<file path="src/rtl/bmpfmt_pkg.sv">
// Package: shared constants and sequencer states for the bitmap byte-stream formatter.
// Assumes the header layout is fixed: a 14-byte file header followed by a 40-byte info header.
package bmpfmt_pkg;
    localparam int HDR_BYTES = 54;
    localparam int INFO_BYTES = 40;
    localparam int BITS_PER_PX = 24;
    // byte offsets of the fields a file reader decodes
    localparam int OFS_FSIZE = 2;
    localparam int OFS_ARRAY = 10;
    localparam int OFS_INFO = 14;
    localparam int OFS_WIDTH = 18;
    localparam int OFS_HEIGHT = 22;
    localparam int OFS_PLANES = 26;
    localparam int OFS_DEPTH = 28;
    localparam int OFS_ASIZE = 34;

    typedef enum logic [2:0] {
        S_IDLE,
        S_HDR,
        S_FETCH,
        S_LATCH,
        S_PIX,
        S_PAD,
        S_DONE
    } fmt_state_t;
endpackage

</file>
<file path="src/rtl/bmp_geom.sv">
// Module: derives the row padding, pixel-array size, file size and pixel count
// from the latched width and height. Purely combinational.
// Assumes the sizes fit in 32 bits and the pixel count fits in ADDR_W bits.
module bmp_geom #(
    parameter int DIM_W  = 12,
    parameter int ADDR_W = 2 * DIM_W
) (
    input  logic [DIM_W-1:0]  w,
    input  logic [DIM_W-1:0]  h,
    output logic [1:0]        pad,
    output logic [31:0]       arr_bytes,
    output logic [31:0]       file_bytes,
    output logic [ADDR_W-1:0] px_total
);
    import bmpfmt_pkg::*;

    logic [31:0] raw_row;
    logic [31:0] row_len;

    // Size arithmetic: the raw row, the pad up to a multiple of four, then the totals.
    always_comb begin
        raw_row    = 32'(w) * 32'd3;
        pad        = 2'd0 - raw_row[1:0];
        row_len    = raw_row + 32'(pad);
        arr_bytes  = row_len * 32'(h);
        file_bytes = arr_bytes + 32'(HDR_BYTES);
        px_total   = ADDR_W'(w) * ADDR_W'(h);
    end
endmodule

</file>
<file path="src/rtl/bmp_hdr_byte.sv">
// Module: selects header byte number idx (0..53) from the fixed header layout.
// Multi-byte fields are little-endian. Assumes idx < 54; any other offset yields zero.
module bmp_hdr_byte #(
    parameter int DIM_W = 12
) (
    input  logic [5:0]       idx,
    input  logic [DIM_W-1:0] w,
    input  logic [DIM_W-1:0] h,
    input  logic [31:0]      file_bytes,
    input  logic [31:0]      arr_bytes,
    output logic [7:0]       hbyte
);
    import bmpfmt_pkg::*;

    // Picks byte k of a 32-bit little-endian field.
    function automatic logic [7:0] le_byte(input logic [31:0] v, input int k);
        logic [31:0] s;
        s = v >> (8 * (k & 3));
        return s[7:0];
    endfunction

    int i;

    // Header byte mux: a range test per field, and zero everywhere else.
    always_comb begin
        i = int'(idx);
        hbyte = 8'h00;
        if (i == 0)
            hbyte = 8'h42;
        else if (i == 1)
            hbyte = 8'h4D;
        else if (i >= OFS_FSIZE && i < OFS_FSIZE + 4)
            hbyte = le_byte(file_bytes, i - OFS_FSIZE);
        else if (i >= OFS_ARRAY && i < OFS_ARRAY + 4)
            hbyte = le_byte(32'(HDR_BYTES), i - OFS_ARRAY);
        else if (i >= OFS_INFO && i < OFS_INFO + 4)
            hbyte = le_byte(32'(INFO_BYTES), i - OFS_INFO);
        else if (i >= OFS_WIDTH && i < OFS_WIDTH + 4)
            hbyte = le_byte(32'(w), i - OFS_WIDTH);
        else if (i >= OFS_HEIGHT && i < OFS_HEIGHT + 4)
            hbyte = le_byte(32'(h), i - OFS_HEIGHT);
        else if (i >= OFS_PLANES && i < OFS_PLANES + 2)
            hbyte = le_byte(32'd1, i - OFS_PLANES);
        else if (i >= OFS_DEPTH && i < OFS_DEPTH + 2)
            hbyte = le_byte(32'(BITS_PER_PX), i - OFS_DEPTH);
        else if (i >= OFS_ASIZE && i < OFS_ASIZE + 4)
            hbyte = le_byte(arr_bytes, i - OFS_ASIZE);
    end
endmodule

</file>
<file path="src/rtl/bmp_stream_fmt.sv">
// Module: top of the bitmap byte-stream formatter. It sends the header, then
// walks the image lines bottom-up. For each pixel it issues a read, captures the
// word and sends it blue, green, red; each row ends with zero padding.
// Assumes the memory returns pix_data one cycle after pix_addr and that
// width*height fits in ADDR_W bits.
module bmp_stream_fmt #(
    parameter int DIM_W  = 12,
    parameter int ADDR_W = 2 * DIM_W
) (
    input  logic              clk,
    input  logic              rst_n,
    input  logic              start,
    input  logic [DIM_W-1:0]  img_w,
    input  logic [DIM_W-1:0]  img_h,
    output logic [ADDR_W-1:0] pix_addr,
    input  logic [23:0]       pix_data,
    output logic [7:0]        out_data,
    output logic              out_valid,
    input  logic              out_ready,
    output logic              done
);
    import bmpfmt_pkg::*;

    fmt_state_t        state;
    logic [DIM_W-1:0]  w_q, h_q;
    logic [DIM_W-1:0]  col, line;
    logic [ADDR_W-1:0] base;
    logic [5:0]        hidx;
    logic [1:0]        bsel, padcnt;
    logic [23:0]       pix_q;

    logic [1:0]        pad;
    logic [31:0]       arr_bytes, file_bytes;
    logic [ADDR_W-1:0] px_total;
    logic [7:0]        hbyte;
    logic              fire, row_end;

    bmp_geom #(.DIM_W(DIM_W), .ADDR_W(ADDR_W)) u_geom (
        .w(w_q), .h(h_q), .pad(pad), .arr_bytes(arr_bytes),
        .file_bytes(file_bytes), .px_total(px_total)
    );

    bmp_hdr_byte #(.DIM_W(DIM_W)) u_hdr (
        .idx(hidx), .w(w_q), .h(h_q), .file_bytes(file_bytes),
        .arr_bytes(arr_bytes), .hbyte(hbyte)
    );

    // Handshake and row-completion decode.
    always_comb begin
        fire    = out_valid && out_ready;
        row_end = fire && (((state == S_PIX) && (bsel == 2'd2) &&
                            (col == w_q - DIM_W'(1)) && (pad == 2'd0)) ||
                           ((state == S_PAD) && (padcnt == pad - 2'd1)));
    end

    // Output byte mux and status flags.
    always_comb begin
        out_valid = (state == S_HDR) || (state == S_PIX) || (state == S_PAD);
        done      = (state == S_DONE);
        pix_addr  = base + ADDR_W'(col);
        case (state)
            S_HDR: out_data = hbyte;
            S_PIX: case (bsel)
                2'd0:    out_data = pix_q[7:0];
                2'd1:    out_data = pix_q[15:8];
                default: out_data = pix_q[23:16];
            endcase
            default: out_data = 8'h00;
        endcase
    end

    // Sequencer: header, then per pixel a fetch, capture and three bytes, then row padding.
    always_ff @(posedge clk) begin
        if (!rst_n) begin
            state  <= S_IDLE;
            w_q    <= '0;
            h_q    <= '0;
            col    <= '0;
            line   <= '0;
            base   <= '0;
            hidx   <= '0;
            bsel   <= '0;
            padcnt <= '0;
            pix_q  <= '0;
        end else begin
            case (state)
                S_IDLE, S_DONE: if (start) begin
                    w_q   <= img_w;
                    h_q   <= img_h;
                    hidx  <= '0;
                    state <= S_HDR;
                end
                S_HDR: if (fire) begin
                    if (hidx == 6'(HDR_BYTES - 1)) begin
                        if ((w_q == '0) || (h_q == '0)) begin
                            state <= S_DONE;
                        end else begin
                            line  <= h_q - DIM_W'(1);
                            base  <= px_total - ADDR_W'(w_q);
                            col   <= '0;
                            state <= S_FETCH;
                        end
                    end else begin
                        hidx <= hidx + 6'd1;
                    end
                end
                S_FETCH: state <= S_LATCH;
                S_LATCH: begin
                    pix_q <= pix_data;
                    bsel  <= '0;
                    state <= S_PIX;
                end
                S_PIX: if (fire) begin
                    if (bsel == 2'd2) begin
                        if (col == w_q - DIM_W'(1)) begin
                            padcnt <= '0;
                            state  <= S_PAD;
                        end else begin
                            col   <= col + DIM_W'(1);
                            state <= S_FETCH;
                        end
                    end else begin
                        bsel <= bsel + 2'd1;
                    end
                end
                S_PAD: if (fire) padcnt <= padcnt + 2'd1;
                default: state <= S_IDLE;
            endcase
            // End of row: move up one image line, or finish after line 0.
            if (row_end) begin
                if (line == '0) begin
                    state <= S_DONE;
                end else begin
                    line  <= line - DIM_W'(1);
                    base  <= base - ADDR_W'(w_q);
                    col   <= '0;
                    state <= S_FETCH;
                end
            end
        end
    end
endmodule

</file>
<file path="config.mk">
export PLATFORM = sky130hd
export DESIGN_NAME = bmp_stream_fmt
export DESIGN_NICKNAME = d
export VERILOG_FILES = /design/src/rtl/bmpfmt_pkg.sv /design/src/rtl/bmp_geom.sv /design/src/rtl/bmp_hdr_byte.sv /design/src/rtl/bmp_stream_fmt.sv
export SDC_FILE = /design/constraint.sdc
export NUM_CORES = 1
export LEC_CHECK = 0
export BUFFER_PORTS_ARGS = -buffer_cell sky130_fd_sc_hd__buf_2
export CAP_MARGIN = 20
export CORE_UTILIZATION = 30
export CTS_BUF_LIST = sky130_fd_sc_hd__clkbuf_16
export DETAILED_ROUTE_END_ITERATION = 6
export SYNTH_ARGS = -nofsm -noshare
export SYNTH_HDL_FRONTEND = slang
export SYNTH_SLANG_ARGS = --single-unit
</file>
<file path="constraint.sdc">
create_clock -name clk -period 8.75 [get_ports clk]
set_clock_uncertainty 0.15 [all_clocks]
set_input_delay 0.4375 -clock clk [delete_from_list [all_inputs] [get_ports clk]]
set_output_delay 0.4375 -clock clk [all_outputs]
set_load 0.02 [all_outputs]
</file>
==> summary.md <==
| Metric | Value |
|---|---|
| Dpl hpwl | 51,200 microns |
| Mapped Area | 0.0207 sq mm |
| Setup crit start kind | flip-flop |
| Die area | 0.0701 sq mm |
| Fin area | 0.0246 sq mm |
| Synth area leaders | fa_1 (23%), ha_1 (13%), dfxtp_1 (11%) |
| F_max | 109 MHz |
| Num CTS Buffers | 9 |
| Critical path type | flip-flop to output port |
| EDFF count, synth | 0 |
| Die width | 265 microns |
| Syn avg cell area | 7.87 sq um |
| Worst Hold Depth | 3 |
| Routed WL per cell | 17.4 microns |
| R2r endpoint | base[15] |
| # clock sinks | 109 |
| Post-route setup slack | -449 ps |
| CP Data Required Time | 8160 ps |
| Final period utilization | 105% |
| Register area share after synthesis | 10.5% |
| Synth top area share | 22.6% |
| Final hold vios | 0 |
| Io pins | 86 |
| Share of cells above drive strength 1 | 17.1% |
| DIE HEIGHT | 265 microns |
| Minimum clock period | 9200 ps |
| First drt pass iteration count | 5 |
| Largest net degree at the start of global routing | 86 |
| FF-to-FF Start | h_q[3] |
| GP Congestion | 0.945 |
| Cts hold-fix bufs | 0 |
| Most area-hungry cell type in the Yosys netlist | fa_1 |
| Commonest register cell after synthesis | dfxtp_1 |
| Vias in the first global route | 19,075 |
| Initial Util | 30.6% |
| Max-Cap Viols | 0 |
| Root buffer cell | clkbuf_16 |
| Worst ir drop on vdd | 0.202 mV |
| Worst endpoint data arrival time | 8610 ps |
| FP Rows | 95 |
| Crit Path Max Fanout | 4 |
| Worst hold endpoint | pix_q[6] |
| YS warnings | 0 |
| R2R Setup Slk | 2170 ps |
| Routed Antenna Nets | 0 |
| Iter 0 DRT Violations | 1,299 |
| Hold crit path type | input pin to flip-flop |
| Slew at the pin closest to its max-slew limit | 1210 ps |
| First-pass GRT wire length | 104,000 microns |
| Total track usage | 18.5% |
| Tot Pwr | 0.00598 W |
| Violated checks | setup timing |
| Pwr per Cell Area | 243 mW/mm^2 |
| Worst Hold Launch | pix_data[6] |
| Total Routed Length | 64,700 microns |
| Unrepaired setup endpoints after global routing | yes |
| Status | finished with violations |
| Slew Viols, Final | 0 |
| DRC | 0 |
| Grt total ovfl | 0 |
| Buffers added on ports | 85 |
| Fill cells | 7,097 |
| Antenna fix cells | 0 |
| Commonest non-fill, non-tap cell in the layout | nand2_1 |
| Initial antenna violation count | 0 |
| Crit. End Element | output port |
| Final nets | 3,336 |
| Vias | 19,176 |
| Placed cell area | 0.0233 sq mm |
| CTS tree | built |
| Clock Latency Late Sink | 390 ps |
| Worst-path clk slew | 90 ps |
| Yosys reg bits | 109 |
| Distinct cells, synth | 91 |
| Rel. slew slack | 17.3% |
| Async set-or-reset flop fraction in the synthesized netlist | 0% |
| R2R cell count | 20 |
| H-tree depth | 3 |
| Leakage | 11.3 nW |
| Area Growth Syn to Fin | 19.0% |
| CP max stage cell | fa_1 |
| CP max stage delay | 530 ps |
| Setup violators final | 8 |
| CTS Buffer Depth | 2 |
| Via/cell ratio | 5.16 |
| Cells after synthesis | 2,631 |
| Most frequent cells in the layout | nand2_1 (424), inv_1 (306), buf_4 (234) |
| Core ar. | 0.0678 sq mm |
Yosys cell counts (all sizes together), types with 40 or more instances:
master,count
xnor2,88
dfxtp,109
ha,214
and2,105
o21ai,77
xor2,44
fa,234
nand3,52
inv,319
nor3,40
nand2,427
clkbuf,124
a21oi,155
nor2,137
layout make-up:
class / instances / area [sq um] / share of cell area, %
clock inverter: 7 / 78.8 / 0.320
inverter: 320 / 1200 / 4.88
sequential: 109 / 2190 / 8.89
tap: 873 / 1090 / 4.43
multi-input combinational: 2070 / 17500 / 71.1
timing repair buffer: 326 / 2320 / 9.41
clock buffer: 9 / 225 / 0.914
metal layers:
layer	vias up	global-route usage [%]	part of all wire, %	routed length [microns]
li1	9180	-	-	-
met1	9339	25.2	45	29300
met2	578	31.2	47	30600
met3	79	1.75	5.2	3340
met4	0	5.42	2.3	1470
met5	-	0	0	0
flip-flops by register name, summed over array words and instances, names as in the netlist:
signal / flops
base: 24
bsel: 2
col: 12
h_q: 12
hidx: 6
line: 12
padcnt: 2
pix_q: 24
state: 3
w_q: 12
where the power goes:
part           switching [W]  internal [W]
clock network       0.000237      0.000203
logic                0.00284       0.00209
registers          0.0000798      0.000534
total                0.00315       0.00283
logic make-up after synthesis:
logic type	Yosys count	share of synthesized area (%)
and+or+nand+nor	937	21.8
AOI/OAI and AO/OA	505	16.2
buffers and inverters	462	8.41
adders and majority gates	449	35.6
xor gates and xnor gates	132	5.67
DFF	109	10.5
muxes	35	1.76
other	2	0.0363
repair_timing:
| item | in CTS | in global routing |
|---|---|---|
| endpoints found under the setup margin | 8 | 8 |
| buffers inserted | 34 | 12 |
| gates resized for setup | 111 | 28 |
| pin swaps | 93 | 53 |
worst max-delay path: cells and delay by family, from the launching register on:
family          cells  cell delay (ps)
fa+ha+maj           7             2820
flops               1              370
mux                 1              290
simple gates        6             1630
xor+xnor            1              170
compound gates     10             2050
buf+inv             9              890
how the worst max path moves through the flow:
stage          startpoint           to  depth (start not counted)  slack (ps)
2_1_floorplan      w_q[1]  out_data[3]                         31         0.7
3_3_place_gp       w_q[1]  out_data[3]                         29        -240
3_5_place_dp       w_q[1]  out_data[3]                         29        -320
4_1_cts            w_q[1]  out_data[3]                         33        -300
5_1_grt            w_q[1]  out_data[4]                         31        -750
6_report           w_q[1]  out_data[3]                         34        -450
metrics by stage:
stage | setup TNS [ps] | hold slack [ps] | setup slack (ps) | utilization (%) | cells
detailed placement | -2130 | 298 | -320 | 34.5 | 3655
global route | -5390 | 121 | -747 | 36.4 | 3714
global placement | -1480 | 294 | -239 | 34.5 | 3655
CTS | -2190 | 111 | -305 | 36.0 | 3702
finish | -3000 | 116 | -449 | 36.4 | 3714
floorplan | 0 | 286 | 0.691 | - | 2641
No activity file was read; power rests on OpenSTA's default activity.
